File: config.mk
export PLATFORM = sky130hd
export DESIGN_NAME = rfsh_interval_timer
export DESIGN_NICKNAME = d
export VERILOG_FILES = /design/src/rtl/rft_pkg.sv /design/src/rtl/rft_prescaler.sv /design/src/rtl/rft_counter.sv /design/src/rtl/rft_req_ctrl.sv /design/src/rtl/rfsh_interval_timer.sv
export SDC_FILE = /design/constraint.sdc
export NUM_CORES = 1
export LEC_CHECK = 0
export BUFFER_PORTS_ARGS = -buffer_cell sky130_fd_sc_hd__buf_2
export CORE_MARGIN = 2
export CORE_UTILIZATION = 53
export DETAILED_ROUTE_END_ITERATION = 8
export GPL_TIMING_DRIVEN = 0
export PLACE_DENSITY = 0.79
export SETUP_SLACK_MARGIN = 0.3
export SLEW_MARGIN = 5
export SYNTH_ARGS = -nofsm -noshare
export SYNTH_HDL_FRONTEND = slang
export SYNTH_SLANG_ARGS = --single-unit
File: constraint.sdc
create_clock -name clk -period 3.7 [get_ports clk]
set_input_delay 0.37 -clock clk [delete_from_list [all_inputs] [get_ports clk]]
set_output_delay 0.37 -clock clk [all_outputs]
set_load 0.01 [all_outputs]
File: src/rtl/rft_pkg.sv
package rft_pkg;
  localparam int CNT_W  = 8;
  localparam int REG_W  = 16;
  localparam int ADDR_W = 2;
  localparam int SEL_W  = 3;
  localparam int PRE_W  = 12;

  localparam logic [ADDR_W-1:0] OFS_CSR = 2'd0;
  localparam logic [ADDR_W-1:0] OFS_CNT = 2'd1;
  localparam logic [ADDR_W-1:0] OFS_TC  = 2'd2;

  localparam int CSR_EN_BIT   = 3;
  localparam int CSR_FLAG_BIT = 7;

  // Divider mask (divisor - 1); a strobe fires when the masked prescaler bits are all ones
  function automatic logic [PRE_W-1:0] pre_mask(input logic [SEL_W-1:0] sel);
    case (sel)
      3'd1:    pre_mask = PRE_W'(4 - 1);
      3'd2:    pre_mask = PRE_W'(16 - 1);
      3'd3:    pre_mask = PRE_W'(64 - 1);
      3'd4:    pre_mask = PRE_W'(256 - 1);
      3'd5:    pre_mask = PRE_W'(1024 - 1);
      3'd6:    pre_mask = PRE_W'(2048 - 1);
      3'd7:    pre_mask = PRE_W'(4096 - 1);
      default: pre_mask = '0;
    endcase
  endfunction

  function automatic logic [CNT_W-1:0] cnt_step(input logic [CNT_W-1:0] v);
    cnt_step = v + CNT_W'(1);
  endfunction
endpackage

File: src/rtl/rft_prescaler.sv
module rft_prescaler
  import rft_pkg::*;
#(
  parameter int SW = SEL_W,
  parameter int PW = PRE_W
) (
  input  logic          clk,
  input  logic          rst_n,
  input  logic [SW-1:0] sel,
  output logic          tick
);
  logic [PW-1:0] pre_q;
  logic [PW-1:0] mask;

  always_ff @(posedge clk) begin
    if (!rst_n) pre_q <= '0;
    else        pre_q <= pre_q + PW'(1);
  end

  assign mask = PW'(pre_mask(SEL_W'(sel)));
  assign tick = (sel != '0) && ((pre_q & mask) == mask);

  // a strobe is a single-cycle pulse for every divisor
  a_r2_tick_single: assert property (@(posedge clk) disable iff (!rst_n)
    tick |=> !tick);
endmodule

File: src/rtl/rft_counter.sv
module rft_counter
  import rft_pkg::*;
#(
  parameter int W = CNT_W
) (
  input  logic         clk,
  input  logic         rst_n,
  input  logic         tick,
  input  logic         wr_cnt,
  input  logic [W-1:0] wr_val,
  input  logic [W-1:0] tc_val,
  output logic [W-1:0] cnt,
  output logic         match
);
  logic [W-1:0] cnt_d;

  assign match = (cnt == tc_val);

  always_comb begin
    if (wr_cnt)     cnt_d = wr_val;
    else if (match) cnt_d = '0;
    else if (tick)  cnt_d = W'(cnt_step(CNT_W'(cnt)));
    else            cnt_d = cnt;
  end

  always_ff @(posedge clk) begin
    if (!rst_n) cnt <= '0;
    else        cnt <= cnt_d;
  end

  // a bus write lands regardless of tick or match
  a_r3_write_wins: assert property (@(posedge clk) disable iff (!rst_n)
    wr_cnt |=> cnt == $past(wr_val));
  // a match without a write returns the counter to zero
  a_r4_match_clears: assert property (@(posedge clk) disable iff (!rst_n)
    (match && !wr_cnt) |=> cnt == '0);
  // counting past the top wraps to zero
  a_r5_wrap: assert property (@(posedge clk) disable iff (!rst_n)
    (cnt == {W{1'b1}} && tick && !match && !wr_cnt) |=> cnt == '0);
endmodule

File: src/rtl/rft_req_ctrl.sv
module rft_req_ctrl (
  input  logic clk,
  input  logic rst_n,
  input  logic match,
  input  logic en,
  input  logic done,
  input  logic csr_rd,
  input  logic csr_wr,
  input  logic flag_wbit,
  output logic flag,
  output logic req
);
  logic armed;
  logic flag_clr;
  logic req_set;

  assign flag_clr = csr_wr && !flag_wbit && armed;
  assign req_set  = match && en;

  always_ff @(posedge clk) begin
    if (!rst_n) begin
      flag  <= 1'b0;
      armed <= 1'b0;
      req   <= 1'b0;
    end else begin
      if (match)         flag <= 1'b1;
      else if (flag_clr) flag <= 1'b0;

      if (flag_clr)            armed <= 1'b0;
      else if (csr_rd && flag) armed <= 1'b1;

      if (req_set)   req <= 1'b1;
      else if (done) req <= 1'b0;
    end
  end

  // a hardware set beats a simultaneous software clear
  a_r7_set_wins: assert property (@(posedge clk) disable iff (!rst_n)
    match |=> flag);
  // no clear without a prior arming read
  a_r7_needs_arm: assert property (@(posedge clk) disable iff (!rst_n)
    (flag && !armed) |=> flag);
  // enabled match raises the request
  a_r8_req_on_match: assert property (@(posedge clk) disable iff (!rst_n)
    req_set |=> req);
  // no request appears without an enabled match
  a_r8_no_spurious: assert property (@(posedge clk) disable iff (!rst_n)
    (!req && !req_set) |=> !req);
  // request holds until serviced
  a_r9_hold: assert property (@(posedge clk) disable iff (!rst_n)
    (req && !done) |=> req);
  // one done clears a pending request however many matches merged
  a_r10_single_done: assert property (@(posedge clk) disable iff (!rst_n)
    (req && done && !req_set) |=> !req);
endmodule

File: src/rtl/rfsh_interval_timer.sv
module rfsh_interval_timer
  import rft_pkg::*;
(
  input  logic        clk,
  input  logic        rst_n,
  input  logic [1:0]  bus_addr,
  input  logic        bus_wr,
  input  logic        bus_rd,
  input  logic [15:0] bus_wdata,
  output logic [15:0] bus_rdata,
  input  logic        refresh_done,
  output logic        refresh_req
);
  logic [SEL_W-1:0] sel_q;
  logic             en_q;
  logic [CNT_W-1:0] tc_q;
  logic [CNT_W-1:0] cnt;
  logic             tick;
  logic             match;
  logic             flag;
  logic             csr_wr, csr_rd, cnt_wr, tc_wr;
  logic [REG_W-1:0] rd_mux;

  assign csr_wr = bus_wr && (bus_addr == OFS_CSR);
  assign csr_rd = bus_rd && (bus_addr == OFS_CSR);
  assign cnt_wr = bus_wr && (bus_addr == OFS_CNT);
  assign tc_wr  = bus_wr && (bus_addr == OFS_TC);

  always_ff @(posedge clk) begin
    if (!rst_n) begin
      sel_q <= '0;
      en_q  <= 1'b0;
      tc_q  <= '0;
    end else begin
      if (csr_wr) begin
        sel_q <= bus_wdata[SEL_W-1:0];
        en_q  <= bus_wdata[CSR_EN_BIT];
      end
      if (tc_wr) tc_q <= bus_wdata[CNT_W-1:0];
    end
  end

  rft_prescaler u_pre (
    .clk  (clk),
    .rst_n(rst_n),
    .sel  (sel_q),
    .tick (tick)
  );

  rft_counter u_cnt (
    .clk   (clk),
    .rst_n (rst_n),
    .tick  (tick),
    .wr_cnt(cnt_wr),
    .wr_val(bus_wdata[CNT_W-1:0]),
    .tc_val(tc_q),
    .cnt   (cnt),
    .match (match)
  );

  rft_req_ctrl u_req (
    .clk      (clk),
    .rst_n    (rst_n),
    .match    (match),
    .en       (en_q),
    .done     (refresh_done),
    .csr_rd   (csr_rd),
    .csr_wr   (csr_wr),
    .flag_wbit(bus_wdata[CSR_FLAG_BIT]),
    .flag     (flag),
    .req      (refresh_req)
  );

  always_comb begin
    rd_mux = '0;
    case (bus_addr)
      OFS_CSR: begin
        rd_mux[SEL_W-1:0]    = sel_q;
        rd_mux[CSR_EN_BIT]   = en_q;
        rd_mux[CSR_FLAG_BIT] = flag;
      end
      OFS_CNT: rd_mux[CNT_W-1:0] = cnt;
      OFS_TC:  rd_mux[CNT_W-1:0] = tc_q;
      default: rd_mux = '0;
    endcase
  end

  always_ff @(posedge clk) begin
    if (!rst_n)      bus_rdata <= '0;
    else if (bus_rd) bus_rdata <= rd_mux;
    else             bus_rdata <= '0;
  end

  // upper byte of every read is zero
  a_r6_upper_zero: assert property (@(posedge clk) disable iff (!rst_n)
    bus_rd |=> bus_rdata[15:8] == 8'h00);
  // read data is zero outside the cycle after a read strobe
  a_r11_idle_zero: assert property (@(posedge clk) disable iff (!rst_n)
    !bus_rd |=> bus_rdata == 16'h0000);
endmodule

==> flow_summary.toml <==
[logic_synthesis]
synth_edf_count = 0
ys.warnings.count = 0
synth-simple-area-share_pct = 21.6
synth_cells = 253
synth_xor_area_share_pct = 6.12
yosysSeqAreaShare_pct = 40.1
synth_mux_area_share_pct = 0
synth-compound-area-share_pct = 20.9
syn_area_um2 = 2150
synth_top_family_by_area = "simple AND/OR/NAND/NOR gates"
ys.flop_type = "dfxtp_1"
postSynthAreaPerCell_um2 = 8.49
synthArstFlopShare_pct = 0
synth_seq_cells = 43
synth_fa_ha_area_share_pct = 3.50
synth_cell_types = 47

[hold_path]
holdPathStages = 3
min_to = "u_cnt.cnt[6]"
hold_path.class = "input pin to register"
hp-start = "bus_wdata[6]"

[clock_tree]
cts_max_path_buffers = 2
clock_latency_ps = 300
cts_hold_buf = 0
clock-root-buffer = "clkbuf_8"
postCtsSetupBuffers = 0
cts_repair_resize_count = 0
clkSlewWorstSetupHoldPaths_ps = 80
cts-buffers-inserted = 5
ctsHtreeMaxLevel = 2
clock-sinks = 43
cts_tree = "done"

[setup_path]
critPathCaptureType = "register"
crit_required_ps = 3910
r2r_setup_slack_ps = 1940
r2r_end = "u_cnt.cnt[3]"
path_max_fanout = 10
critPathKind = "input pin to register"
worst_r2r_path_depth = 6
r2r_start = "u_cnt.cnt[0]"
start_kind = "input pin"
arrival_ps = 2030

[cells_and_area]
antenna_cells = 0
multi_input_area_um2 = 1150
fillers = 359
fin_nets = 318
area_growth_syn_to_layout_pct = 13.3
regArea_um2 = 861
drive_gt1_share_pct = 18.3

[grt]
grt_pass1_wl_um = 7670
overflow = 0
track_usage_pct = 22.8
grt_pass1_vias = 1595
antenna_found_initial = 0
grt_max_degree = 13

[detailed_routing]
drc = 0
vias_per_cell = 5.60
drt_iter0_drc = 133
firstDrtPassIters = 4
wl_um = 4870
num_vias = 1897
ant_nets = 0
wl_per_cell_um = 14.4

[sta]
fin_tns_setup_ps = 0
rsz0062_at_grt = "no"
hold_viol = 0
worst_pin_slew_ps = 668
finalCritPeriodShare_pct = 49.0
final_max_slew_viol_count = 0
worst_clock_skew_ps = 6.19
hold_slack_ps = 326
min_period_ps = 1810
fmax_ghz = 0.551
relSlewSlack_pct = 55.5
setup_violations = 0

[pwr]
switching_share_pct = 27.5
switchingPower_uw = 260
clock_power_share_pct = 31.7
p_comb_share_pct = 15.8
p_per_area_nw_per_um2 = 388
vdd_drop_max_v = 0.000259
p_leak_nw = 0.923
internal_power_uw = 685
p_seq_share_pct = 52.4

[placement]
port_buffers = 22
hpwl_um = 3620
place.gp.congestion = 0.827

[floorplanning]
pin_count = 40
die_area_um2 = 4580
die_w_um = 67.6
dieHeight_um = 67.6
core_area_um2 = 3940
rows = 23
start_util_pct = 54.5

[job]
maxCapViolCount = 0

[outcome]
status = "finished, final reports clean"
-- Yosys cell counts, drive strengths merged, types with 3 or more instances --
master | number | share of area [%]
nor2 | 24 | 4.2
buf | 13 | 4.7
a222oi | 5 | 2.3
or3 | 3 | 0.87
nand2 | 30 | 5.2
clkbuf | 8 | 1.4
xnor2 | 13 | 5.3
o21ai | 8 | 2.2
nand3 | 20 | 4.7
a21oi | 22 | 5.1
a221oi | 3 | 2.1
inv | 9 | 1.6
a22oi | 3 | 1.0
nor3 | 4 | 0.93
nand4 | 6 | 1.7
ha | 6 | 3.5
dfxtp | 43 | 40
-- registers in the layout, indices dropped and copies added, names as in the netlist --
signal       cells
u_pre.pre_q     12
u_req.armed      1
bus_rdata        8
tc_q             8
u_cnt.cnt        8
sel_q            3
u_req.flag       1
u_req.req        1
en_q             1
-- power groups by stage --
stage,Clock [mW],Combinational [mW],Sequential [mW]
5_1_grt,0.327,0.165,0.498
4_1_cts,0.307,0.149,0.495
6_report,0.300,0.150,0.495
3_5_place_dp,0,0.148,0.506
2_1_floorplan,0,0.111,0.502
3_3_place_gp,0,0.147,0.505
-- final cells by class --
type | count | area share, %
Clock inverter | 1 | 0.206
Tap cell | 50 | 2.57
Sequential cell | 43 | 35.4
Multi-Input combinational cell | 187 | 47.2
Timing Repair Buffer | 22 | 4.52
Buffer | 21 | 5.35
Clock buffer | 6 | 3.39
Inverter | 9 | 1.39
-- layer usage --
metal,vias up,global-route usage (%),wire [um]
li1,957,-,-
met4,0,7.91,86
met2,54,39.8,2410
met5,-,0,0
met3,9,5.00,290
met1,877,27.4,2080
-- through the flow --
step	power, mW	cell area [um2]	utilization, %	setup WS (ps)	cells
floorplan	0.613	2170	-	2010	260
CTS	0.951	2430	61.7	1890	339
detailed placement	0.654	2350	59.5	1580	332
finish	0.945	2430	61.7	1890	339
global placement	0.652	2350	59.5	1630	332
global route	0.990	2430	61.7	1730	339
-- cell families (layout without fill, tap and decap cells) --
group	Yosys count	after routing
DFF	43	43
adders and majority gates	6	6
and+or+nand+nor	98	98
other	1	8
xor gates and xnor gates	15	15
buffers and inverters	30	59
AOI/OAI and AO/OA	60	60
-- critical path, cell delays in order --
cell       delay, ps
buf_2            120
inv_1             70
ha_1             140
buf_2            210
and2_0           290
o21bai_2         210
buf_2            280
o2bb2ai_2         80
a221oi_2         250
-- how the worst max path moves through the flow --
stage,from,end,slack (ps),cells after the start
detailed placement,bus_addr[1],u_cnt.cnt[7],1580,9
CTS,bus_addr[1],u_cnt.cnt[7],1890,9
global placement,bus_addr[1],u_cnt.cnt[4],1630,9
finish,bus_addr[1],u_cnt.cnt[3],1890,9
global route,bus_addr[1],u_cnt.cnt[3],1730,9
floorplan,bus_addr[1],u_cnt.cnt[3],2010,8
-- layout by cell type, fill, tap and decap left out, drive strengths merged, types with 2 or more instances in the layout --
cell and instances:
dfxtp 43, buf 35, nand2 30, nor2 24, a21oi 22, nand3 20
clkbuf 14, xnor2 13, inv 9, conb 8, o21ai 8, nand4 6
ha 6, a222oi 5, nor3 4, a221oi 3, or3 3, a22oi 3
nor2b 2, a31oi 2, a41o 2, xor2 2, o311ai 2, nor4 2
and2 2, o21bai 2, a31o 2
No activity file was read; power rests on OpenSTA's default activity.
